## src/rtl/mfir_pkg.sv

```systemverilog
package mfir_pkg;
  // Folding of the convolution: two lanes, four products each per sample period.
  localparam int NUM_LANES     = 2;
  localparam int TAPS_PER_LANE = 4;
  localparam int NUM_TAPS      = NUM_LANES * TAPS_PER_LANE;
  localparam int SEL_W         = $clog2(TAPS_PER_LANE);
  localparam int LANE_IDX_W    = (NUM_LANES > 1) ? $clog2(NUM_LANES) : 1;
  localparam int TAP_IDX_W     = $clog2(NUM_TAPS);

  // Strobes from the sequencer to the datapath.
  typedef struct packed {
    logic             capEn;    // capture selected sample into the input register
    logic             shiftEn;  // push captured sample into the history
    logic             prodEn;   // register one product per lane
    logic [SEL_W-1:0] tapSel;   // tap within each lane for this product
    logic             accEn;    // fold registered product into accumulator
    logic             accLoad;  // first product of a sample period: load, not add
    logic             holdEn;   // latch finished partial sums
    logic             sumEn;    // add the partial sums
    logic             outEn;    // publish result and valid strobe
  } mfir_ctrl_t;
endpackage

```

## src/rtl/mfir_ctrl.sv

```systemverilog
module mfir_ctrl
  import mfir_pkg::*;
(
  input  logic       clk,
  input  logic       rstN,
  input  logic       sampleStrobe,
  output mfir_ctrl_t ctrl
);
  localparam logic [SEL_W-1:0] LAST_PH = SEL_W'(TAPS_PER_LANE - 1);

  logic             strobeQ, busy, prodV, lastAcc, holdV, sumV;
  logic [SEL_W-1:0] phase, prodPh;

  always_ff @(posedge clk) begin
    if (!rstN) begin
      strobeQ <= 1'b0;
      busy    <= 1'b0;
      phase   <= '0;
      prodV   <= 1'b0;
      prodPh  <= '0;
      lastAcc <= 1'b0;
      holdV   <= 1'b0;
      sumV    <= 1'b0;
    end else begin
      strobeQ <= sampleStrobe;
      if (strobeQ) begin
        busy  <= 1'b1;
        phase <= '0;
      end else if (busy) begin
        if (phase == LAST_PH) busy <= 1'b0;
        phase <= phase + 1'b1;
      end
      prodV   <= busy;
      prodPh  <= phase;
      lastAcc <= prodV && (prodPh == LAST_PH);
      holdV   <= lastAcc;
      sumV    <= holdV;
    end
  end

  always_comb begin
    ctrl.capEn   = sampleStrobe;
    ctrl.shiftEn = strobeQ;
    ctrl.prodEn  = busy;
    ctrl.tapSel  = phase;
    ctrl.accEn   = prodV;
    ctrl.accLoad = (prodPh == '0);
    ctrl.holdEn  = lastAcc;
    ctrl.sumEn   = holdV;
    ctrl.outEn   = sumV;
  end
endmodule

```

## src/rtl/mfir_lane.sv

```systemverilog
module mfir_lane #(
  parameter int SAMPLE_W = 10,
  parameter int COEF_W   = 8,
  parameter int ACC_W    = 24
) (
  input  logic                     clk,
  input  logic                     rstN,
  input  logic                     prodEn,
  input  logic                     accEn,
  input  logic                     accLoad,
  input  logic [SAMPLE_W-1:0]      sample,
  input  logic signed [COEF_W-1:0] coef,
  output logic signed [ACC_W-1:0]  acc
);
  localparam int PROD_W = SAMPLE_W + 1 + COEF_W;

  logic signed [PROD_W-1:0] sExt, cExt, prodQ;
  logic signed [ACC_W-1:0]  prodWide;

  always_comb begin
    sExt     = {{(PROD_W - SAMPLE_W){1'b0}}, sample};
    cExt     = {{(PROD_W - COEF_W){coef[COEF_W-1]}}, coef};
    prodWide = {{(ACC_W - PROD_W){prodQ[PROD_W-1]}}, prodQ};
  end

  always_ff @(posedge clk) begin
    if (!rstN) begin
      prodQ <= '0;
      acc   <= '0;
    end else begin
      if (prodEn) prodQ <= sExt * cExt;
      if (accEn)  acc   <= accLoad ? prodWide : acc + prodWide;
    end
  end
endmodule

```

## src/rtl/mfir_datapath.sv

```systemverilog
module mfir_datapath
  import mfir_pkg::*;
#(
  parameter int SAMPLE_W  = 10,
  parameter int COEF_W    = 8,
  parameter int ACC_W     = 24,
  parameter int PAT_DEPTH = 16,
  localparam int PAT_IDX_W = $clog2(PAT_DEPTH)
) (
  input  logic                  clk,
  input  logic                  rstN,
  input  mfir_ctrl_t            ctrl,
  input  logic [SAMPLE_W-1:0]   sampleIn,
  input  logic                  testMode,
  input  logic                  coefWrEn,
  input  logic [TAP_IDX_W-1:0]  coefWrIdx,
  input  logic [COEF_W-1:0]     coefWrData,
  input  logic                  patWrEn,
  input  logic [PAT_IDX_W-1:0]  patWrIdx,
  input  logic [SAMPLE_W-1:0]   patWrData,
  output logic [ACC_W-1:0]      filtOut,
  output logic                  filtValid
);
  localparam logic [PAT_IDX_W-1:0] PAT_LAST = PAT_IDX_W'(PAT_DEPTH - 1);

  logic [SAMPLE_W-1:0]      patMem [PAT_DEPTH];
  logic [PAT_IDX_W-1:0]     patPtr;
  logic [SAMPLE_W-1:0]      muxQ;
  logic [SAMPLE_W-1:0]      hist   [NUM_TAPS];
  logic signed [COEF_W-1:0] coefReg[NUM_TAPS];
  logic signed [ACC_W-1:0]  laneAcc[NUM_LANES];
  logic signed [ACC_W-1:0]  hold   [NUM_LANES];
  logic signed [ACC_W-1:0]  sumC, sumQ;

  // Input selector stage: live sample or pattern word, one register.
  always_ff @(posedge clk) begin
    if (!rstN) begin
      muxQ   <= '0;
      patPtr <= '0;
    end else if (ctrl.capEn) begin
      if (testMode) begin
        muxQ   <= patMem[patPtr];
        patPtr <= (patPtr == PAT_LAST) ? '0 : patPtr + 1'b1;
      end else begin
        muxQ <= sampleIn;
      end
    end
  end

  always_ff @(posedge clk) begin
    if (patWrEn) patMem[patWrIdx] <= patWrData;
  end

  // Coefficient registers and sample history (index 0 = newest).
  always_ff @(posedge clk) begin
    if (!rstN) begin
      for (int t = 0; t < NUM_TAPS; t++) begin
        coefReg[t] <= '0;
        hist[t]    <= '0;
      end
    end else begin
      if (coefWrEn) coefReg[coefWrIdx] <= coefWrData;
      if (ctrl.shiftEn) begin
        hist[0] <= muxQ;
        for (int t = 1; t < NUM_TAPS; t++) hist[t] <= hist[t-1];
      end
    end
  end

  // One multiply-accumulate lane per group of taps.
  for (genvar l = 0; l < NUM_LANES; l++) begin : g_lane
    logic [TAP_IDX_W-1:0] tapIdx;
    assign tapIdx = {LANE_IDX_W'(l), ctrl.tapSel};

    mfir_lane #(
      .SAMPLE_W(SAMPLE_W),
      .COEF_W  (COEF_W),
      .ACC_W   (ACC_W)
    ) u_lane (
      .clk    (clk),
      .rstN   (rstN),
      .prodEn (ctrl.prodEn),
      .accEn  (ctrl.accEn),
      .accLoad(ctrl.accLoad),
      .sample (hist[tapIdx]),
      .coef   (coefReg[tapIdx]),
      .acc    (laneAcc[l])
    );
  end

  always_comb begin
    sumC = '0;
    for (int l = 0; l < NUM_LANES; l++) sumC = sumC + hold[l];
  end

  // Partial-sum hold, combine and output registers.
  always_ff @(posedge clk) begin
    if (!rstN) begin
      for (int l = 0; l < NUM_LANES; l++) hold[l] <= '0;
      sumQ      <= '0;
      filtOut   <= '0;
      filtValid <= 1'b0;
    end else begin
      if (ctrl.holdEn)
        for (int l = 0; l < NUM_LANES; l++) hold[l] <= laneAcc[l];
      if (ctrl.sumEn) sumQ <= sumC;
      if (ctrl.outEn) filtOut <= sumQ;
      filtValid <= ctrl.outEn;
    end
  end
endmodule

```

## src/rtl/mfir_top.sv

```systemverilog
module mfir_top
  import mfir_pkg::*;
#(
  parameter int SAMPLE_W  = 10,
  parameter int COEF_W    = 8,
  parameter int ACC_W     = 24,
  parameter int PAT_DEPTH = 16,
  localparam int PAT_IDX_W = $clog2(PAT_DEPTH)
) (
  input  logic                 clk,
  input  logic                 rstN,
  input  logic                 sampleStrobe,
  input  logic [SAMPLE_W-1:0]  sampleIn,
  input  logic                 testMode,
  input  logic                 coefWrEn,
  input  logic [TAP_IDX_W-1:0] coefWrIdx,
  input  logic [COEF_W-1:0]    coefWrData,
  input  logic                 patWrEn,
  input  logic [PAT_IDX_W-1:0] patWrIdx,
  input  logic [SAMPLE_W-1:0]  patWrData,
  output logic [ACC_W-1:0]     filtOut,
  output logic                 filtValid
);
  mfir_ctrl_t ctrl;

  mfir_ctrl u_ctrl (
    .clk         (clk),
    .rstN        (rstN),
    .sampleStrobe(sampleStrobe),
    .ctrl        (ctrl)
  );

  mfir_datapath #(
    .SAMPLE_W (SAMPLE_W),
    .COEF_W   (COEF_W),
    .ACC_W    (ACC_W),
    .PAT_DEPTH(PAT_DEPTH)
  ) u_dp (
    .clk       (clk),
    .rstN      (rstN),
    .ctrl      (ctrl),
    .sampleIn  (sampleIn),
    .testMode  (testMode),
    .coefWrEn  (coefWrEn),
    .coefWrIdx (coefWrIdx),
    .coefWrData(coefWrData),
    .patWrEn   (patWrEn),
    .patWrIdx  (patWrIdx),
    .patWrData (patWrData),
    .filtOut   (filtOut),
    .filtValid (filtValid)
  );
endmodule

```

## config.mk

```make
export PLATFORM = sky130hd
export DESIGN_NAME = mfir_top
export DESIGN_NICKNAME = d
export VERILOG_FILES = /design/src/rtl/mfir_pkg.sv /design/src/rtl/mfir_ctrl.sv /design/src/rtl/mfir_lane.sv /design/src/rtl/mfir_datapath.sv /design/src/rtl/mfir_top.sv
export SDC_FILE = /design/constraint.sdc
export NUM_CORES = 1
export LEC_CHECK = 0
export BUFFER_PORTS_ARGS = -buffer_cell sky130_fd_sc_hd__buf_4
export CAP_MARGIN = 10
export CORE_ASPECT_RATIO = 0.75
export CORE_MARGIN = 2
export CORE_UTILIZATION = 55
export CTS_CLUSTER_DIAMETER = 80
export CTS_CLUSTER_SIZE = 20
export DETAILED_ROUTE_END_ITERATION = 8
export PLACE_DENSITY = 0.71
export SLEW_MARGIN = 20
export SYNTH_ARGS = -nofsm -noshare
export SYNTH_HDL_FRONTEND = slang
export SYNTH_SLANG_ARGS = --single-unit
export TNS_END_PERCENT = 100
```

## constraint.sdc

```tcl
create_clock -name clk -period 6.6 [get_ports clk]
set_clock_uncertainty 0.05 [all_clocks]
set_input_delay 1.32 -clock clk [delete_from_list [all_inputs] [get_ports clk]]
set_output_delay 1.32 -clock clk [all_outputs]
set_load 0.005 [all_outputs]
```

# Word level (Yosys, flattened, before mapping)
# Memory sizes are Yosys's and may differ from the RTL's. A register that Yosys moved wholly into a read port is not among the register bits.
# Index checks and enable logic that the tools add are counted.
[word_totals]
register_bits = 159
latchBits = 0
ramBits = 352
mem_bits_ro = 0
output_inout_bits = 25
wordCells = 89
memories = 4
[memory_table]
columns = ["memory", "depth", "word_bits", "read_ports", "rd_clocked_by_memory_dff", "wr", "line", "rtl"]
rows = [
  ["u_dp.patMem", 16, 10, 1, 1, 1, "mfir_datapath.sv:26", "logic [SAMPLE_W-1:0] patMem [PAT_DEPTH];"],
  ["u_dp.hist", 8, 10, 9, 2, 8, "mfir_datapath.sv:29", "logic [SAMPLE_W-1:0] hist [NUM_TAPS];"],
  ["u_dp.coefReg", 8, 8, 2, 2, 8, "mfir_datapath.sv:30", "logic signed [COEF_W-1:0] coefReg[NUM_TAPS];"],
  ["u_dp.hold", 2, 24, 2, 0, 2, "mfir_datapath.sv:32", "logic signed [ACC_W-1:0] hold [NUM_LANES];"],
]
[op_classes]
addsub = 5
n_mul = 2
div_mod_pow = 0
order_cmp = 0
eq_ne = 3
shifts = 0
mux = 42
bitwise = 11
reduce_logical = 5
[ops]
columns = ["op", "n"]
rows = [
  ["$mux 24", 4],
  ["$mux 10", 9],
  ["$add 24x19->24", 2],
  ["$mul 11x8->19", 2],
  ["$mux 3", 9],
  ["$add 24x24->24", 1],
  ["$mux 1", 16],
  ["$mux 4", 3],
  ["$or 1x1->1", 10],
  ["$mux 8", 1],
  ["$reduce_or 8->1", 1],
  ["$add 4x1->4 const B", 1],
  ["$eq 2x2->1 const B", 2],
  ["$eq 4x4->1 const B", 1],
  ["$add 2x1->2 const B", 1],
  ["$logic_not 2->1", 1],
  ["$reduce_and 2->1", 1],
  ["$reduce_or 2->1", 1],
  ["$logic_and 1x1->1", 1],
  ["$not 1->1", 1],
]

# Depth between registers and ports, before layout
# Gate-level depths: netlist (run 1).
[logic_depth]
ltp_word = 5
depth_mapped = 22

# Cells and area by module
# Synthesis (run 1) repeated with hierarchy kept, for this count alone.
[hier_totals]
cells_unflattened = 2556
area_unflattened_um2 = 29728.5
[modules_own_cells]
columns = ["module", "n_inst", "cells_per_inst", "area_each_um2"]
rows = [
  ["mfir_datapath", 1, 1125, 17764.5],
  ["mfir_lane (u_dp.g_lane[1].u_lane)", 1, 699, 5831.8],
  ["mfir_lane (u_dp.g_lane[0].u_lane)", 1, 699, 5769.3],
  ["mfir_ctrl", 1, 33, 362.8],
]

# Least setup slack after synthesis (run 1)
# Ideal clock, no wire load.
[synth_path]
kind = "flip-flop to flip-flop"
from = "reg with a tool-made name"
to = "reg u_dp.g_lane[1].u_lane.prodQ[17]"
setup_time_ns = 0.127
arrival_ns = 5.683
t_required_ns = 6.423
path_slack_ns = 0.740
stages_incl_launch_ff = 19
n_path_buf = 2
synth_period_minus_slack_ns = 5.860
path_cell_list = "dfxtp_1 -> clkbuf_1 -> buf_2 -> mux4_2 -> and2_1 -> fa_1 -> fa_1 -> fa_1 -> inv_1 -> fa_1 -> inv_1 -> ha_1 -> or3_1 -> o211a_1 -> a41o_1 -> o41ai_1 -> o21ai_0 -> xnor2_1 -> o21ai_0"
[synth_rtl]
columns = ["item", "line", "rtl"]
rows = [
  ["to (signal assigned)", "mfir_lane.sv:31", "if (prodEn) prodQ <= sExt * cExt;"],
  ["to (decl)", "mfir_lane.sv:17", "logic signed [PROD_W-1:0] sExt, cExt, prodQ;"],
]

==> results of run 1 <==
-- registers in the layout, indices dropped and copies added, names as in the netlist, named ones only --
signal                    flops
u_ctrl.holdV                  1
u_dp.g_lane.u_lane.prodQ     38
u_dp.patMem                 160
u_dp.filtOut                 24
u_dp.hold                    48
u_dp.g_lane.u_lane.acc       48
u_dp.sumQ                    24
u_ctrl.busy                   1
u_ctrl.lastAcc                1
u_dp.muxQ                    10
u_ctrl.strobeQ                1
u_dp.filtValid                1
u_ctrl.prodPh                 2
u_dp.patPtr                   4
u_dp.coefReg                 64
u_ctrl.sumV                   1
u_ctrl.prodV                  1
u_dp.hist                    80
u_ctrl.phase                  2
-- metal layers --
layer / vias up / GRT usage
li1: 8928 / -
met1: 9460 / 0.337
met2: 489 / 0.354
met3: 61 / 0.0317
met4: 0 / 0.0359
met5: - / 0
-- per-stage QoR --
stage | util | worst slack (ns) | instances | instance area, um2
after floorplan | - | 0.740 | 2486 | 28900
final | 0.600 | 0.785 | 3231 | 31100
after detailed placement | 0.582 | 0.718 | 3174 | 30200
after global routing | 0.600 | 0.310 | 3231 | 31100
after global placement | 0.582 | 0.848 | 3174 | 30200
after CTS | 0.600 | 0.709 | 3230 | 31100
-- worst max path at each step --
stage          slack [ns]      start                              end
4_1_cts              0.71  flip-flop  u_dp.g_lane[1].u_lane.prodQ[17]
3_5_place_dp         0.72  flip-flop  u_dp.g_lane[1].u_lane.prodQ[17]
2_1_floorplan        0.74  flip-flop  u_dp.g_lane[1].u_lane.prodQ[17]
5_1_grt              0.31  flip-flop  u_dp.g_lane[0].u_lane.prodQ[16]
3_3_place_gp         0.85  flip-flop  u_dp.g_lane[1].u_lane.prodQ[17]
6_report             0.79  flip-flop  u_dp.g_lane[1].u_lane.prodQ[17]
-- cell usage after synthesis, types with 17 or more instances --
library cell,number
edfxtp_1,352
nor2_1,190
inv_1,188
and2_1,186
dfxtp_1,165
ha_1,165
nand2_1,141
and3_1,117
a21oi_1,115
fa_1,101
clkbuf_1,90
mux4_2,84
o21ai_0,75
mux2i_1,72
xnor2_1,52
a21o_1,48
nand3_1,33
a211oi_1,27
nor3_1,24
xor2_1,21
nor2b_1,18
nand2b_1,17
-- kinds of logic after synthesis --
logic type	share of synthesized area
AND/OR/NAND/NOR	0.141
flip-flops	0.479
AO/OA/AOI/OAI	0.0868
buffers and inverters	0.0386
adder cells (fa/ha/maj)	0.141
multiplexers	0.0914
XOR/XNOR	0.0221
-- worst reg2reg max path, cell delays in order, from the launching register on --
cell	delay [ns]
dfxtp_2	0.59
buf_12	0.28
mux4_2	0.66
and2_1	0.21
fa_1	0.50
fa_1	0.51
fa_1	0.50
inv_1	0.05
fa_1	0.47
inv_1	0.04
ha_1	0.22
or3_1	0.40
o211a_1	0.14
a41o_1	0.26
o41ai_1	0.40
o21ai_0	0.19
xnor2_1	0.15
o21ai_0	0.08
-- power by group --
part	internal [mW]	total (mW)	switching (mW)
clock network	0.909	1.97	1.06
registers	3.62	3.74	0.123
logic	0.989	2.27	1.28
-- final cells by class --
type | count | area, um2
Fill cell | 4146 | 20700
Multi-Input combinational cell | 1674 | 14000
Clock buffer | 52 | 875
Inverter | 189 | 711
Tap cell | 703 | 880
Clock inverter | 4 | 37.5
Timing Repair Buffer | 92 | 723
Sequential cell | 517 | 13900
==> flow_summary.json, run 1 <==
{
  "status": "finished, final reports clean",
  "hold_viol": 0,
  "dr_total_vias": 18900,
  "die_w_um": 269,
  "synth_ff_type": "edfxtp_1",
  "ys_async_sr_fraction": 0,
  "min_path_cells": 2,
  "p_total_mw": 7.98,
  "final_cell_mix": "edfxtp_1, inv_1, nor2_1",
  "timing.hold.ws_ns": 0.443,
  "critPathTopFamily": "adder cells",
  "clk_path_buf_depth": 3,
  "clkTransAtPathRegs_ns": 0.09,
  "min-delay-start": "u_dp.muxQ[3]",
  "cts_hold_buffers": 0,
  "layout-drive-gt1-share": 0.0997,
  "path_depth": 17,
  "slew_viol_final": 0,
  "cts_root_buf": "clkbuf_16",
  "path_cells": "buf_12 > mux4_2 > and2_1 > fa_1 > fa_1 > fa_1 > inv_1 > fa_1 > inv_1 > ha_1 > or3_1 > o211a_1 > a41o_1 > o41ai_1 > o21ai_0 > xnor2_1 > o21ai_0",
  "max-cap-violations": 0,
  "synthDistinctLibCells": 73,
  "die_h_um": 203,
  "cts_resized": 0,
  "port_buffers": 65,
  "startpoint_type": "flip-flop",
  "postCtsSetupBuffers": 0,
  "met3_length_um": 3610,
  "synth-edff-count": 352,
  "path_max_fanout": 23,
  "critPathKind": "reg -> reg",
  "critPathMaxStageDelay_ns": 0.65,
  "synthesis.area_um2": 28900,
  "r2r_setup_slack_ns": 0.79,
  "clkSinkCount": 517,
  "rsz0062_at_grt": "no",
  "grt_overflow": 0,
  "post-route-period-util": 0.881,
  "synthTopCellsByArea": "edfxtp_1, dfxtp_1, ha_1",
  "cp.arrival_ns": 6.24,
  "yosysTopAreaCell": "edfxtp_1",
  "wl_met2_um": 28200,
  "rows": 72,
  "ys_seq_area_frac": 0.479,
  "grt_pass1_wl_um": 97900,
  "grtUsageTotal": 0.224,
  "viasPerCell": 5.86,
  "wl_per_cell_um": 18.8,
  "clkLatencyLatePin_ns": 0.61,
  "worstMarginPinSlew_ns": 1.12,
  "first_global_vias": 18400,
  "max_slew_margin": 0.251,
  "layout_commonest_cell": "edfxtp_1",
  "crit_slowest_cell": "mux4_2",
  "highest_layer": "met4",
  "max_clock_freq_ghz": 0.172,
  "cts_buffers": 30,
  "postRouteAntennaNets": 0,
  "ys_ff_latch": 517,
  "final_nets": 2811,
  "hold_path.class": "reg -> reg",
  "drt_first_iter_violations": 1642,
  "cp-end-kind": "flip-flop",
  "htree_levels": 1,
  "dr.pass1.iters": 6,
  "cp.required_ns": 7.02,
  "syn_nets": 2793,
  "leakagePower_nw": 12.7,
  "netlist_instances": 2486,
  "start_util": 0.559,
  "routabilityCongestion": 0.857,
  "fin_setup_tns_ns": 0,
  "detailed_place_hpwl_um": 43200,
  "ir_drop_mv": 0.408,
  "drc": 0,
  "io_pins": 66,
  "cp_common_cell": "fa_1",
  "wirelength_um": 60700,
  "antenna_found_initial": 0,
  "period_minus_slack_ns": 5.81,
  "ff2ff_path_depth": 17,
  "reg2reg_to": "u_dp.g_lane[1].u_lane.prodQ[17]",
  "grt_max_degree": 98,
  "path_buf_inv": 3,
  "drt-met1-wl_um": 28000,
  "synth_area_per_cell_um2": 11.6,
  "die_area_um2": 54500,
  "finalSetupViolations": 0,
  "yosysTopAreaCellShare": 0.365,
  "min_to": "u_dp.muxQ[3]",
  "tritoncts": "built",
  "antenna_cells": 0,
  "power_density_nw_per_um2": 257,
  "core_area_um2": 51800,
  "syn_to_final_growth_pct": 7.45,
  "ys_warn_count": 0
}
(Power assumes the default switching activity.)
==> run 2, diff against run 1 <==
--- a/config.mk
+++ b/config.mk
@@ -7,2 +7,3 @@
 export LEC_CHECK = 0
+export ABC_AREA = 1
 export BUFFER_PORTS_ARGS = -buffer_cell sky130_fd_sc_hd__buf_4
--- a/constraint.sdc
+++ b/constraint.sdc
@@ -4,2 +4,2 @@
 set_output_delay 1.32 -clock clk [all_outputs]
-set_load 0.005 [all_outputs]
+set_load 0.05 [all_outputs]
==> flow_summary.json, run 2 <==
{
  "clkLatencyLatePin_ns": 0.63,
  "cts_hold_buffers": 0,
  "ys_async_sr_fraction": 0,
  "post-route-period-util": 0.874,
  "synthTopCellsByArea": "edfxtp_1, dfxtp_1, nor2_1",
  "grt_pass1_wl_um": 117000,
  "grt_max_degree": 85,
  "period_minus_slack_ns": 5.77,
  "antenna_cells": 0,
  "crit_slowest_cell": "dfxtp_2",
  "synth-compound-area-share": 0.115,
  "path_max_fanout": 64,
  "clkTransAtPathRegs_ns": 0.08,
  "leakagePower_nw": 14.7,
  "synth_most_common_cell": "nor2_1",
  "critPathCapture": "u_dp.g_lane[0].u_lane.prodQ[18]",
  "start_util": 0.555,
  "critPathMaxStageDelay_ns": 0.67,
  "path_cells": "buf_4 > nand2_1 > a32oi_2 > inv_2 > nor2_1 > fa_1 > fa_1 > fa_1 > inv_1 > fa_1 > inv_1 > ha_1 > a21oi_1 > o21ai_0 > nand2_1 > nand3_1 > a21oi_1 > nor2_1 > nor2_1 > nor2_1",
  "antenna_found_initial": 0,
  "rsz0062_at_grt": "no",
  "yosys.area_share.simple": 0.202,
  "tritoncts": "built",
  "syn_nets": 3998,
  "first_global_vias": 21800,
  "port_buffers": 65,
  "status": "finished, final reports clean",
  "routabilityCongestion": 0.952,
  "grt_overflow": 0,
  "synthAdderAreaFrac": 0.132,
  "htree_levels": 1,
  "detailed_place_hpwl_um": 53900,
  "cts_resized": 0,
  "synth_ff_type": "edfxtp_1",
  "final_cell_mix": "nor2_1, nand2_1, inv_1",
  "layout-drive-gt1-share": 0.0659,
  "final_nets": 4003,
  "hold_viol": 0,
  "die_area_um2": 58300,
  "finalSetupViolations": 0,
  "yosysTopAreaCell": "edfxtp_1",
  "muxShareOfSynthArea": 0.000323,
  "synth_top_family_by_area": "simple AND/OR/NAND/NOR gates",
  "syn_to_final_growth_pct": 6.51,
  "dr_total_vias": 23900,
  "synth-edff-count": 352,
  "regMostFlops": "u_dp.patMem",
  "cp-end-kind": "flip-flop",
  "dr.pass1.iters": 6,
  "ir_drop_mv": 0.301,
  "slew_viol_final": 0,
  "drt_first_iter_violations": 2300,
  "worst_slack_ns": 0.834,
  "netlist_instances": 3691,
  "rows": 75,
  "clk_path_buf_depth": 3,
  "max_slew_margin": 0.302,
  "critPathKind": "reg -> reg",
  "postCtsSetupBuffers": 0,
  "ff2ff_path_depth": 20,
  "fin_setup_tns_ns": 0,
  "hold_path.class": "reg -> reg",
  "postRouteAntennaNets": 0,
  "wirelength_um": 73100,
  "grtUsageTotal": 0.249,
  "core_area_um2": 55800,
  "die_w_um": 278,
  "largest_reg_flops": 160,
  "max_clock_freq_ghz": 0.173,
  "synth_area_per_cell_um2": 8.40,
  "synth_xor_area_frac": 0.0121,
  "reg2reg_to": "u_dp.g_lane[0].u_lane.prodQ[18]",
  "cts_buffers": 31,
  "viasPerCell": 5.37,
  "io_pins": 66,
  "fill_cells": 4987,
  "cp.arrival_ns": 6.23,
  "drc": 0,
  "worstMarginPinSlew_ns": 1.04,
  "dp_slack_ns": 0.881,
  "cts_root_buf": "clkbuf_16",
  "synthTopCellsByCount": "nor2_1, nand2_1, inv_1",
  "r2r_setup_slack_ns": 0.83,
  "power_density_nw_per_um2": 282,
  "ys_warn_count": 0,
  "wl_per_cell_um": 16.4,
  "synthDistinctLibCells": 50,
  "clkSinkCount": 517,
  "cp.required_ns": 7.07,
  "die_h_um": 210,
  "ys_seq_area_frac": 0.448,
  "max-cap-violations": 0,
  "synthesis.area_um2": 31000,
  "reg.largest.list": "u_dp.patMem x160, u_dp.hist x80, u_dp.coefReg x64",
  "ys_ff_latch": 517,
  "startpoint_type": "flip-flop",
  "layout_commonest_cell": "nor2_1",
  "yosysTopAreaCellShare": 0.341
}
## run 2: per-layer routing
layer,wire (um),vias to the layer above,part of all wire,global-route usage
li1,-,12000,-,-
met1,35900,11100,0.49,0.395
met2,30900,701,0.42,0.370
met3,5280,74,0.072,0.0343
met4,978,0,0.013,0.0367
met5,0,-,0,0
## run 2: critical path, delay by kind of cell (launching register included)
family          cells  cell delay (ns)
buf+inv             4             0.83
compound gates      4             1.10
flops               1             0.67
fa+ha+maj           5             2.26
simple gates        7             0.70
## run 2: kinds of logic after synthesis
family                   count (synthesis)
AND/OR/NAND/NOR                       1549
buffers and inverters                  732
AO/OA/AOI/OAI                          583
flip-flops                             517
adder cells (fa/ha/maj)                266
XOR/XNOR                                43
multiplexers                             1
## run 2: how the worst min path moves through the flow
stage / slack (ns) / startpoint / cells after the start / endpoint
floorplan: 0.37 / u_ctrl.strobeQ / 1 / flip-flop
global placement: 0.40 / u_dp.muxQ[5] / 2 / u_dp.muxQ[5]
detailed placement: 0.41 / u_dp.muxQ[2] / 2 / u_dp.muxQ[2]
CTS: 0.42 / u_dp.muxQ[2] / 2 / u_dp.muxQ[2]
global route: 0.44 / u_dp.muxQ[9] / 2 / u_dp.muxQ[9]
finish: 0.42 / u_dp.muxQ[8] / 2 / u_dp.muxQ[8]
## run 2: through the flow
| step | area, um2 | util | instances | power, mW | hold WS, ns |
|---|---|---|---|---|---|
| after floorplan | 31000 | - | 3691 | 6.48 | 0.373 |
| final | 33000 | 0.591 | 4449 | 9.30 | 0.417 |
| after global routing | 33000 | 0.591 | 4449 | 10.0 | 0.443 |
| after global placement | 32100 | 0.575 | 4394 | 7.33 | 0.405 |
| after CTS | 33000 | 0.591 | 4449 | 9.34 | 0.419 |
| after detailed placement | 32100 | 0.575 | 4394 | 7.36 | 0.406 |
## run 2: final cells by class
class / instances / area [um2] / share of cell area
Clock buffer: 48 / 840 / 0.0254
Clock inverter: 7 / 87.6 / 0.00265
Inverter: 612 / 2300 / 0.0696
Multi-Input combinational cell: 2442 / 14300 / 0.433
Sequential cell: 517 / 13900 / 0.420
Tap cell: 731 / 915 / 0.0277
Timing Repair Buffer: 92 / 703 / 0.0213
## run 2: report_power, final
part	switching [mW]	total, mW	leakage [nW]	internal (mW)
Combinational	2.30	3.58	9.51	1.28
Clock	1.08	1.99	0.451	0.915
Sequential	0.107	3.72	4.75	3.61
Total	3.49	9.30	14.7	5.81
==> run 3, diff against run 2 <==
- PLACE_DENSITY: 0.71 -> 0.82
- clock period: 6.6 -> 6.3 ns (I/O delays scaled with it)
==> flow_summary.json, run 3 (same netlist as run 2, synthesis figures left out) <==
{
  "wl_per_cell_um": 16.3,
  "rsz0062_at_grt": "no",
  "largest_reg_flops": 160,
  "top_usage_layer": "met1",
  "antenna_found_initial": 0,
  "cp-end-kind": "flip-flop",
  "die_h_um": 210,
  "max_slew_margin": 0.226,
  "path_max_fanout": 36,
  "fin_setup_tns_ns": 0,
  "grt_pass1_wl_um": 116000,
  "netSwitchingFraction": 0.377,
  "first_global_vias": 22400,
  "htree_levels": 1,
  "viasPerCell": 5.49,
  "clk_path_buf_depth": 3,
  "grt_use_met3": 0.0442,
  "cts_hold_buffers": 0,
  "die_w_um": 278,
  "finalSetupViolations": 0,
  "cp.arrival_ns": 6.07,
  "cp_common_cell": "nand2_1",
  "final_nets": 4000,
  "critPathKind": "reg -> reg",
  "wirelength_um": 72400,
  "max_clock_freq_ghz": 0.179,
  "seqPwrFrac": 0.399,
  "start_util": 0.555,
  "final_cell_mix": "nor2_1, nand2_1, inv_1",
  "max-cap-violations": 0,
  "post-route-period-util": 0.886,
  "met2_usage": 0.366,
  "drt_first_iter_violations": 2664,
  "leakagePower_nw": 14.7,
  "clockPowerShare": 0.211,
  "postCtsSetupBuffers": 0,
  "regMostFlops": "u_dp.patMem",
  "critPathMaxStageDelay_ns": 0.53,
  "cts_root_buf": "clkbuf_16",
  "slew_viol_final": 0,
  "core_area_um2": 55800,
  "grt_overflow": 0,
  "grtUsageMet1": 0.370,
  "layout-drive-gt1-share": 0.0648,
  "antenna_cells": 0,
  "p_comb_frac": 0.389,
  "grtUsageTotal": 0.244,
  "io_pins": 66,
  "clkLatencyLatePin_ns": 0.65,
  "detailed_place_hpwl_um": 53100,
  "p_total_mw": 9.78,
  "period_minus_slack_ns": 5.58,
  "startpoint_type": "flip-flop",
  "postRouteAntennaNets": 0,
  "die_area_um2": 58300,
  "status": "finished, final reports clean",
  "hold_path.class": "reg -> reg",
  "cts_buffers": 30,
  "reg.largest.list": "u_dp.patMem x160, u_dp.hist x80, u_dp.coefReg x64",
  "syn_to_final_growth_pct": 6.48,
  "rows": 75,
  "worstMarginPinSlew_ns": 1.16,
  "ir_drop_mv": 0.289,
  "routabilityCongestion": 0.975,
  "path_cells": "inv_2 > buf_4 > nand2_1 > a32oi_2 > inv_2 > nor2_1 > fa_1 > fa_1 > fa_1 > inv_1 > fa_1 > inv_1 > ha_1 > a21oi_1 > nor2_1 > nor2_1 > nand3_1 > nand2_1 > nand2_1 > nand2_1 > nand2_1 > o21ai_0 > inv_1",
  "layout_commonest_cell": "nor2_1",
  "p_sw_mw": 3.69,
  "cp.required_ns": 6.79,
  "dr.pass1.iters": 6,
  "cts_resized": 0,
  "fill_cells": 4811,
  "power.internal_mw": 6.09,
  "drc": 0,
  "port_buffers": 65,
  "power_density_nw_per_um2": 296,
  "hold_viol": 0,
  "clkSinkCount": 517,
  "dr_total_vias": 24400,
  "clkTransAtPathRegs_ns": 0.08,
  "tritoncts": "built",
  "grt_max_degree": 83,
  "crit_slowest_cell": "inv_2"
}
## run 3: changes by cell type in the layout (fill, tap and decap cells not counted), sizes merged
cell / before / now
bufinv: 1 / 0
inv: 614 / 611
buf: 92 / 90
clkbuf: 48 / 53
## run 3: area by class of cell
cell class                      count  area, um2  area share
Clock buffer                       53        868      0.0263
Multi-Input combinational cell   2442      14300       0.433
Inverter                          612       2300      0.0696
Timing Repair Buffer               90        701      0.0212
Sequential cell                   517      13900       0.420
Clock inverter                      3       47.5     0.00144
Tap cell                          731        915      0.0277
## run 3: power by group through the flow
stage          Clock (mW)  Sequential, mW  Combinational (mW)
2_1_floorplan           0            3.92                2.86
3_3_place_gp            0            3.98                3.68
3_5_place_dp            0            3.98                3.75
4_1_cts              2.09            3.90                3.78
5_1_grt              2.20            3.92                4.32
6_report             2.07            3.91                3.81
## run 3: metal layers
metal  part of all wire  vias to the layer above  wire [um]
met5                  0                        -          0
met4              0.018                        0       1300
met3              0.085                       90       6160
met2               0.44                      934      31600
met1               0.46                    11400      33300
li1                   -                    12000          -
## run 3: critical path: cells and delay by family (launching register included)
kind	cells	cell delay (ns)
adder cells (fa/ha/maj)	5	2.26
AO/OA/AOI/OAI	3	0.77
buffers and inverters	6	1.14
flip-flops	1	0.50
AND/OR/NAND/NOR	9	0.76
## run 3: metrics by stage
stage	worst slack (ns)	hold slack (ns)	util	instances	cell area, um2
floorplan	1.73	0.373	-	3691	31000
global placement	0.827	0.400	0.574	4391	32100
detailed placement	0.752	0.407	0.574	4391	32100
CTS	0.771	0.420	0.591	4447	33000
global route	0.337	0.440	0.591	4448	33000
finish	0.715	0.420	0.591	4448	33000
## run 3: final timing paths
kind	endpoint	depth (start not counted)	from	slack, ns
worst max-delay path	u_dp.g_lane[0].u_lane.prodQ[17]	23	flip-flop	0.72
worst min-delay path	u_dp.muxQ[2]	2	u_dp.muxQ[2]	0.42
worst max register to register	u_dp.g_lane[0].u_lane.prodQ[17]	23	flip-flop	0.72
worst min register to register	u_dp.muxQ[2]	2	u_dp.muxQ[2]	0.42
